<file path="config.mk">
export PLATFORM = sky130hd
export DESIGN_NAME = wbc_cell
export DESIGN_NICKNAME = d
export VERILOG_FILES = /design/src/rtl/wbc_pkg.sv /design/src/rtl/wbc_rst_sync.sv /design/src/rtl/wbc_event_arb.sv /design/src/rtl/wbc_shift_stage.sv /design/src/rtl/wbc_update_stage.sv /design/src/rtl/wbc_out_mux.sv /design/src/rtl/wbc_cell.sv
export SDC_FILE = /design/constraint.sdc
export NUM_CORES = 1
export LEC_CHECK = 0
export BUFFER_PORTS_ARGS = -buffer_cell sky130_fd_sc_hd__clkbuf_2
export CAP_MARGIN = 15
export CORE_AREA = 2 2 39 41
export DETAILED_ROUTE_END_ITERATION = 8
export DIE_AREA = 0 0 41 43
export GPL_ROUTABILITY_DRIVEN = 0
export PLACE_DENSITY = 0.73
export SYNTH_ARGS = -nofsm -noshare
export SYNTH_HDL_FRONTEND = slang
export SYNTH_SLANG_ARGS = --single-unit
</file>
<file path="constraint.sdc">
create_clock -name clk -period 1 [get_ports clk]
set_input_delay 0.1 -clock clk [delete_from_list [all_inputs] [get_ports clk]]
set_output_delay 0.1 -clock clk [all_outputs]
set_load 0.05 [all_outputs]
</file>
<file path="src/rtl/wbc_pkg.sv">
package wbc_pkg;

  typedef enum logic [1:0] {
    WBC_FUNC    = 2'b00,
    WBC_INWARD  = 2'b01,
    WBC_OUTWARD = 2'b10,
    WBC_SAFE    = 2'b11
  } wbc_mode_e;

  typedef struct packed {
    logic shift;
    logic capture;
    logic xfer;
    logic update;
  } wbc_fire_t;

endpackage

</file>
<file path="src/rtl/wbc_rst_sync.sv">
module wbc_rst_sync #(
  parameter int STAGES = 2
) (
  input  logic clk,
  input  logic arst_n,
  output logic rst_n_o
);
  logic [STAGES-1:0] sync_q;

  always_ff @(posedge clk or negedge arst_n) begin
    if (!arst_n) sync_q <= '0;
    else         sync_q <= {sync_q[STAGES-2:0], 1'b1};
  end

  assign rst_n_o = sync_q[STAGES-1];
endmodule

</file>
<file path="src/rtl/wbc_event_arb.sv">
module wbc_event_arb
  import wbc_pkg::*;
(
  input  logic      clk,
  input  logic      rst_n,
  input  logic      shift_i,
  input  logic      capture_i,
  input  logic      xfer_i,
  input  logic      update_i,
  output wbc_fire_t fire_o
);
  always_comb begin
    fire_o = '0;
    if (shift_i)        fire_o.shift   = 1'b1;
    else if (capture_i) fire_o.capture = 1'b1;
    else if (xfer_i)    fire_o.xfer    = 1'b1;
    else if (update_i)  fire_o.update  = 1'b1;
  end

  // at most one event acts per edge
  assert_one_event_R7: assert property (@(posedge clk) disable iff (!rst_n)
    $onehot0(fire_o));
  // shift always wins
  assert_shift_wins_R7: assert property (@(posedge clk) disable iff (!rst_n)
    shift_i |-> fire_o.shift);
endmodule

</file>
<file path="src/rtl/wbc_shift_stage.sv">
module wbc_shift_stage #(
  parameter int DW = 4
) (
  input  logic          clk,
  input  logic          rst_n,
  input  logic          shift_i,
  input  logic          capture_i,
  input  logic          xfer_i,
  input  logic          scan_i,
  input  logic [DW-1:0] func_i,
  input  logic [DW-1:0] xfer_src_i,
  output logic [DW-1:0] sreg_o
);
  logic [DW-1:0] sreg_q, sreg_d, shifted;
  logic          load;

  generate
    if (DW == 1) begin : g_one
      assign shifted = scan_i;
    end else begin : g_many
      assign shifted = {sreg_q[DW-2:0], scan_i};
    end
  endgenerate

  always_comb begin
    sreg_d = sreg_q;
    load   = 1'b0;
    if (shift_i) begin
      sreg_d = shifted;
      load   = 1'b1;
    end else if (capture_i) begin
      sreg_d = func_i;
      load   = 1'b1;
    end else if (xfer_i) begin
      sreg_d = xfer_src_i;
      load   = 1'b1;
    end
  end

  always_ff @(posedge clk or negedge rst_n) begin
    if (!rst_n)    sreg_q <= '0;
    else if (load) sreg_q <= sreg_d;
  end

  assign sreg_o = sreg_q;

  // serial bit lands in bit 0
  assert_shift_in_R3: assert property (@(posedge clk) disable iff (!rst_n)
    shift_i |=> sreg_q[0] == $past(scan_i));
  // capture loads the functional word
  assert_capture_R4: assert property (@(posedge clk) disable iff (!rst_n)
    capture_i && !shift_i |=> sreg_q == $past(func_i));
  // no strobe, no change
  assert_hold_R7: assert property (@(posedge clk) disable iff (!rst_n)
    !shift_i && !capture_i && !xfer_i |=> $stable(sreg_q));
endmodule

</file>
<file path="src/rtl/wbc_update_stage.sv">
module wbc_update_stage #(
  parameter int DW = 4
) (
  input  logic          clk,
  input  logic          rst_n,
  input  logic          update_i,
  input  logic [DW-1:0] sreg_i,
  output logic [DW-1:0] ureg_o
);
  logic [DW-1:0] ureg_q, ureg_d;

  always_comb begin
    ureg_d = update_i ? sreg_i : ureg_q;
  end

  always_ff @(posedge clk or negedge rst_n) begin
    if (!rst_n)        ureg_q <= '0;
    else if (update_i) ureg_q <= ureg_d;
  end

  assign ureg_o = ureg_q;

  // update copies the shift stage
  assert_update_copy_R5: assert property (@(posedge clk) disable iff (!rst_n)
    update_i |=> ureg_q == $past(sreg_i));
  // no ripple while other events run
  assert_ripple_free_R10: assert property (@(posedge clk) disable iff (!rst_n)
    !update_i |=> $stable(ureg_q));
endmodule

</file>
<file path="src/rtl/wbc_out_mux.sv">
module wbc_out_mux
  import wbc_pkg::*;
#(
  parameter int            DW         = 4,
  parameter logic [DW-1:0] SAFE_VALUE = '0,
  parameter wbc_mode_e     DRIVE_MODE = WBC_INWARD
) (
  input  wbc_mode_e     mode_i,
  input  logic          apply_i,
  input  logic [DW-1:0] func_i,
  input  logic [DW-1:0] stored_i,
  output logic [DW-1:0] func_o
);
  always_comb begin
    unique case (mode_i)
      WBC_FUNC: func_o = func_i;
      WBC_SAFE: func_o = SAFE_VALUE;
      default: begin
        if (mode_i == DRIVE_MODE && apply_i) func_o = stored_i;
        else                                 func_o = func_i;
      end
    endcase
  end
endmodule

</file>
<file path="src/rtl/wbc_cell.sv">
module wbc_cell
  import wbc_pkg::*;
#(
  parameter int            DW         = 4,
  parameter bit            HAS_UPDATE = 1'b1,
  parameter bit            CORE_INPUT = 1'b1,
  parameter logic [DW-1:0] SAFE_VALUE = '0
) (
  input  logic          clk,
  input  logic          arst_n,
  input  logic [1:0]    mode_i,
  input  logic          shift_en_i,
  input  logic          capture_en_i,
  input  logic          transfer_en_i,
  input  logic          update_en_i,
  input  logic          apply_en_i,
  input  logic          scan_i,
  output logic          scan_o,
  input  logic [DW-1:0] func_i,
  output logic [DW-1:0] func_o
);
  localparam wbc_mode_e DRIVE_MODE = CORE_INPUT ? WBC_INWARD : WBC_OUTWARD;
  localparam wbc_mode_e WATCH_MODE = CORE_INPUT ? WBC_OUTWARD : WBC_INWARD;

  logic          rst_n;
  wbc_fire_t     fire;
  wbc_mode_e     mode;
  logic [DW-1:0] sreg, stored;

  assign mode = wbc_mode_e'(mode_i);

  wbc_rst_sync #(.STAGES(2)) u_rst (
    .clk(clk), .arst_n(arst_n), .rst_n_o(rst_n)
  );

  wbc_event_arb u_arb (
    .clk(clk), .rst_n(rst_n),
    .shift_i(shift_en_i), .capture_i(capture_en_i),
    .xfer_i(transfer_en_i), .update_i(update_en_i),
    .fire_o(fire)
  );

  wbc_shift_stage #(.DW(DW)) u_shift (
    .clk(clk), .rst_n(rst_n),
    .shift_i(fire.shift), .capture_i(fire.capture), .xfer_i(fire.xfer),
    .scan_i(scan_i), .func_i(func_i), .xfer_src_i(stored),
    .sreg_o(sreg)
  );

  generate
    if (HAS_UPDATE) begin : g_upd
      wbc_update_stage #(.DW(DW)) u_update (
        .clk(clk), .rst_n(rst_n),
        .update_i(fire.update), .sreg_i(sreg), .ureg_o(stored)
      );
    end else begin : g_noupd
      assign stored = sreg;
    end
  endgenerate

  wbc_out_mux #(.DW(DW), .SAFE_VALUE(SAFE_VALUE), .DRIVE_MODE(DRIVE_MODE)) u_mux (
    .mode_i(mode), .apply_i(apply_en_i), .func_i(func_i),
    .stored_i(stored), .func_o(func_o)
  );

  assign scan_o = sreg[DW-1];

  // functional mode is a straight path
  assert_func_pass_R1: assert property (@(posedge clk) disable iff (!rst_n)
    mode == WBC_FUNC |-> func_o == func_i);
  // safe mode forces the safe value
  assert_safe_value_R2: assert property (@(posedge clk) disable iff (!rst_n)
    mode == WBC_SAFE |-> func_o == SAFE_VALUE);
  // observing mode passes the functional value
  assert_observe_pass_R9: assert property (@(posedge clk) disable iff (!rst_n)
    mode == WATCH_MODE |-> func_o == func_i);
  // the four fire bits never overlap
  assert_fire_count_R7: assert property (@(posedge clk) disable iff (!rst_n)
    $countones({fire.shift, fire.capture, fire.xfer, fire.update}) <= 1);
endmodule

</file>
## Yosys cells after proc, flatten, opt, wreduce, memory -nomap -nowiden

Index checks and enable logic that the tools add are counted.

| storage, ports and cells | value |
|---|---|
| latch bits | 0 |
| logic and storage cells | 24 |
| memory bits (writable) | 0 |
| flip-flop bits (word level) | 10 |
| memories kept | 0 |
| bits in read-only memories | 0 |

| cells by class | value |
|---|---|
| $add $sub $neg | 0 |
| multiply operators | 0 |
| muxes and demuxes | 15 |
| reductions and logical operators | 4 |
| bitwise logic cells | 0 |
| equal/unequal tests | 2 |
| $lt $le $gt $ge | 0 |
| shift operators | 0 |
| div/mod/pow operators | 0 |

Operators by type and width:

| operator | count |
|---|---|
| 2-to-1 mux 4 bit | 4 |
| 2-to-1 mux 1 bit | 8 |
| one-hot mux 4 bit (2 select lines) | 1 |
| 2-to-1 mux 3 bit | 1 |
| nonzero test 3 bit | 1 |
| == test 2 x 1 -> 1 bit (second input constant) | 1 |
| == test 2 bit (second input constant) | 1 |
| logical NOT 2 bit | 1 |
| 2-to-1 mux 2 bit | 1 |
| AND reduction 2 bit | 1 |
| logical AND 1 bit | 1 |

## Longest topological paths before layout

| logic depth | value |
|---|---|
| depth after elaboration | 8 |
| gate-level depth with buffers | 5 |
| depth with buffers taken out | 4 |

## By module

Synthesis repeated with hierarchy kept, for this count alone.

| second synthesis, totals | value |
|---|---|
| cell total of the unflattened synthesis | 60 |
| area, all modules | 673.1 sq um |

Modules (own cells, without submodules):

| module | instances | area an instance (sq um) | cells an instance |
|---|---|---|---|
| wbc_shift_stage | 1 | 270.3 | 23 |
| wbc_out_mux | 1 | 165.2 | 22 |
| wbc_update_stage | 1 | 145.1 | 8 |
| wbc_rst_sync | 1 | 53.8 | 3 |
| wbc_event_arb | 1 | 38.8 | 4 |

## Least setup slack after synthesis

OpenSTA, ideal clock, no wires.

| path | value |
|---|---|
| kind | input to output |
| start point | in mode_i[1] |
| end point | out func_o[0] |
| slack | -620 ps |
| path buffers | 1 |
| arrival | 1,520 ps |
| data required time | 900 ps |
| cell stages on the path | 5 |
| path through | inv_1 -> ha_1 -> clkbuf_1 -> nand2_1 -> o211ai_1 |

| on the way | value |
|---|---|
| cells in the longest elaborated chain, start to end | 4 |
| elaborated cells between the ends (all ways) | 6 |
| classes of those cells | eq/ne: 2; mux: 2; reduce/logical: 2 |

Ends and longest elaborated chain:

| item | RTL line | RTL |
|---|---|---|
| start: declaration | wbc_cell.sv:11 | `input logic [1:0] mode_i,` |
| == test 2 x 1 -> 1 bit | wbc_out_mux.sv:19 | `if (mode_i == DRIVE_MODE && apply_i) func_o = stored_i;` |
| logical AND 1 bit | wbc_out_mux.sv:19 |  |
| 2-to-1 mux 4 bit | wbc_out_mux.sv:19 |  |
| one-hot mux 4 bit (2 select lines) * | wbc_out_mux.sv:15 | `unique case (mode_i)` |
| end: declaration | wbc_cell.sv:20 | `output logic [DW-1:0] func_o` |

Mark *: on every way between the ends. The rest lies on a longest branch, timed or not.

## Worst setup path after layout

| path | value |
|---|---|
| start point | in mode_i[0] |
| end point | out func_o[1] |

The elaborated chain is that of the path after synthesis.

==> out/results.tsv <==
stage	metric	value	unit
logic_synthesis	area leader, netlist	dfrtp_1	
final_layout	Area Growth Syn to Fin	56.4	%
sta	Slew Viols, Final	0	
worst_setup_path	Critical Path End	func_o[1]	
clock_network	clock sink count	10	
worst_setup_path	peak per-stage delay on the critical path	250	ps
final_layout	ant diodes	0	
global_routing	initial antenna violation count	0	
global_routing	Total GRT Usage	18.8	%
final_layout	Final nets	105	
power_and_ir_drop	Static Leakage	0.000432	uW
clock_network	total CTS buffers	3	
worst_setup_path	reg2reg setup slack	10	ps
worst_setup_path	Worst Setup End Kind	output port	
logic_synthesis	FF+latch count, synth	10	
final_layout	Final Instance Area	951	sq um
die	Die Area	0.00176	sq mm
die	Starting Density	43.9	%
routing	DRT Pass-1 Iters	4	
worst_setup_path	FF-to-FF path depth	3	
clock_network	maximum clock path buffer count	2	
routing	antenna violation net count after detailed routing	0	
worst_setup_path	cell-by-cell trace of the critical path	buf_8 -> inv_8 -> ha_4 -> buf_6 -> nand3b_1 -> o211ai_1 -> clkbuf_8	
placed_design	I/O Buffers	18	
sta	Final setup viols	4	
routing	DRT iter0 DRCs	11	
die	core area	0.00138	sq mm
clock_network	root buf cell	clkbuf_4	
worst_hold_path	HP Class	register to asynchronous set/reset pin	
clock_network	CTS tree	yes	
sta	setup ws final	-192	ps
sta	clk_skew	10.1	ps
worst_setup_path	Setup CP Type	primary input to output port	
global_routing	largest net degree at the start of global routing	13	
global_routing	total gr overflow	0	
status	failing checks	negative setup slack	
clock_network	Clk pin slew, worst setup/hold paths	60	ps
logic_synthesis	Cell variety after synth	20	
routing	vias	556	
placed_design	Post-Place Worst Slack	-250	ps
sta	Tmin final	1190	ps
job	max cap viols	0	
sta	final hold violations	0	
die	row cnt	14	
logic_synthesis	synth top area cells	dfrtp_1, mux2_2, mux2i_1	
placed_design	DPL Wire Length	1020	microns
global_routing	vias in the first global route	512	
routing	final WL	1370	microns
logic_synthesis	register area share after synthesis	41.2	%
logic_synthesis	top-area cell type share of the netlist area	41.2	%
logic_synthesis	Syn. warnings	0	
global_routing	first-pass GRT wire length	2220	microns
routing	drt wl/cell	13.2	microns
logic_synthesis	Mapped Area	608	sq um
clock_network	H-tree depth	1	
final_layout	register area	251	sq um
routing	DR DRC count	0	
worst_setup_path	CP required	900	ps
worst_setup_path	Worst Path Arrival	1090	ps
worst_setup_path	Crit. Startpoint	mode_i[0]	
status	status	complete, but fails checks	
clock_network	worst-skew pair later-pin latency	260	ps
die	io pins	19	
sta	Fmax	0.839	GHz
die	Die Y	43	microns
power_and_ir_drop	Peak VDD IR	1320	uV
final_layout	layout cells sized above 1	51.1	%
final_layout	FILL cells	107	
logic_synthesis	Syn Nets	73	
placed_design	placement-stage cell area	790	sq um
worst_setup_path	Reg-to-Reg Start	g_upd.u_update.ureg_o[0]	
worst_setup_path	Slowest-stage cell, CP	ha_4	
worst_setup_path	reg2reg end	g_upd.u_update.ureg_o[0]	
die	DIE WIDTH	41	microns
logic_synthesis	Syn Area/Cell	10.7	sq um
power_and_ir_drop	PwrDens	1440	mW/mm^2
worst_setup_path	CP max FO	7	
sta	RSZ-0062 raised after global routing	yes	
logic_synthesis	Cells after Synth	57	
sta	Final period util	119	%
final_layout	area of the multi-input gates	365	sq um
worst_setup_path	CP startpoint kind	primary input	
routing	Vias/cell	5.35	
## critical path, delay by kind of cell
kind / cells / cell delay, ps
and+or+nand+nor: 1 / 150
buffers and inverters: 4 / 470
adders and majority gates: 1 / 250
AOI/OAI and AO/OA: 1 / 120
## cells in the final DEF, fill, tap and decap left out, drive strengths merged
master | synthesis | routed
o211ai | 4 | 4
nand4 | 4 | 4
dlygate4sd3 | 0 | 1
nor3b | 4 | 4
inv | 4 | 4
nand3b | 4 | 4
conb | 1 | 1
nand2 | 4 | 4
clkbuf | 1 | 20
a211oi | 2 | 2
mux2i | 4 | 4
nor2 | 1 | 1
and2 | 1 | 1
a221oi | 2 | 2
dfrtp | 10 | 10
nor4b | 1 | 1
mux2 | 4 | 4
nor2b | 2 | 2
buf | 2 | 13
ha | 2 | 2
## worst min-delay path by stage
stage                               start                       end
after global placement             arst_n           u_rst.sync_q[0]
after floorplan                    arst_n           u_rst.sync_q[0]
final                     u_rst.sync_q[1]  g_upd.u_update.ureg_o[1]
after CTS                          scan_i         u_shift.sreg_o[0]
after global routing               scan_i         u_shift.sreg_o[0]
after detailed placement           arst_n           u_rst.sync_q[0]
## cells by family (layout without fill, tap and decap cells)
group | Yosys count | count (layout) | share of synthesized area (%)
other cells | 1 | 1 | 0.617
buf+inv | 7 | 38 | 5.76
mux | 8 | 8 | 14.0
simple gates | 21 | 21 | 24.1
fa+ha+maj | 2 | 2 | 4.11
flops | 10 | 10 | 41.2
compound gates | 8 | 8 | 10.3
## metal layers
metal | vias up | share of wire, % | track usage (%)
met4 | 0 | 0 | 4.00
li1 | 271 | - | -
met5 | - | 0 | 0
met3 | 0 | 6.0 | 7.85
met1 | 269 | 43 | 26.2
met2 | 16 | 51 | 26.9
## through the flow
| stage | setup TNS [ps] | util, % | power (uW) | hold WS [ps] | cells |
|---|---|---|---|---|---|
| after floorplan | -2050 | - | 835 | -196 | 57 |
| final | -700 | 68.7 | 1370 | 114 | 104 |
| after global routing | -911 | 68.7 | 1450 | 128 | 104 |
| after global placement | -1160 | 57.1 | 931 | -114 | 94 |
| after detailed placement | -1340 | 57.1 | 937 | -113 | 94 |
| after CTS | -676 | 65.9 | 1330 | 108 | 102 |
## Yosys cell counts
cell,n
mux2_2,4
conb_1,1
inv_1,4
nand3b_1,4
a211oi_1,2
buf_2,1
nor2b_1,2
nor4b_4,1
nand4_1,4
mux2i_1,4
clkbuf_1,1
buf_6,1
and2_1,1
nand2_1,4
nor2_1,1
a221oi_1,2
nor3b_1,4
dfrtp_1,10
ha_1,2
o211ai_1,4
## sequential cells by signal, summed over array words and instances (netlist names)
| name | cells |
|---|---|
| u_shift.sreg_o | 4 |
| g_upd.u_update.ureg_o | 4 |
| u_rst.sync_q | 2 |
## power by group
part / internal (uW) / switching (uW)
Clock: 153 / 122
Sequential: 479 / 64.9
Combinational: 312 / 239
Total: 944 / 426
## area by class of cell
cell class / count / share of cell area, %
multi-input cells: 40 / 38.4
well taps: 16 / 2.11
clock buffers: 4 / 2.76
repair buffers: 30 / 27.1
flip-flops and latches: 10 / 26.4
inverters: 4 / 3.16
## timing repair
item,CTS,global route
endpoints found under the hold margin,2,0
gates resized for setup,14,9
setup endpoints to repair,5,5
hold buffers,1,0
pin swaps,2,4
setup buffers,3,3
No activity file was read; power rests on OpenSTA's default activity.
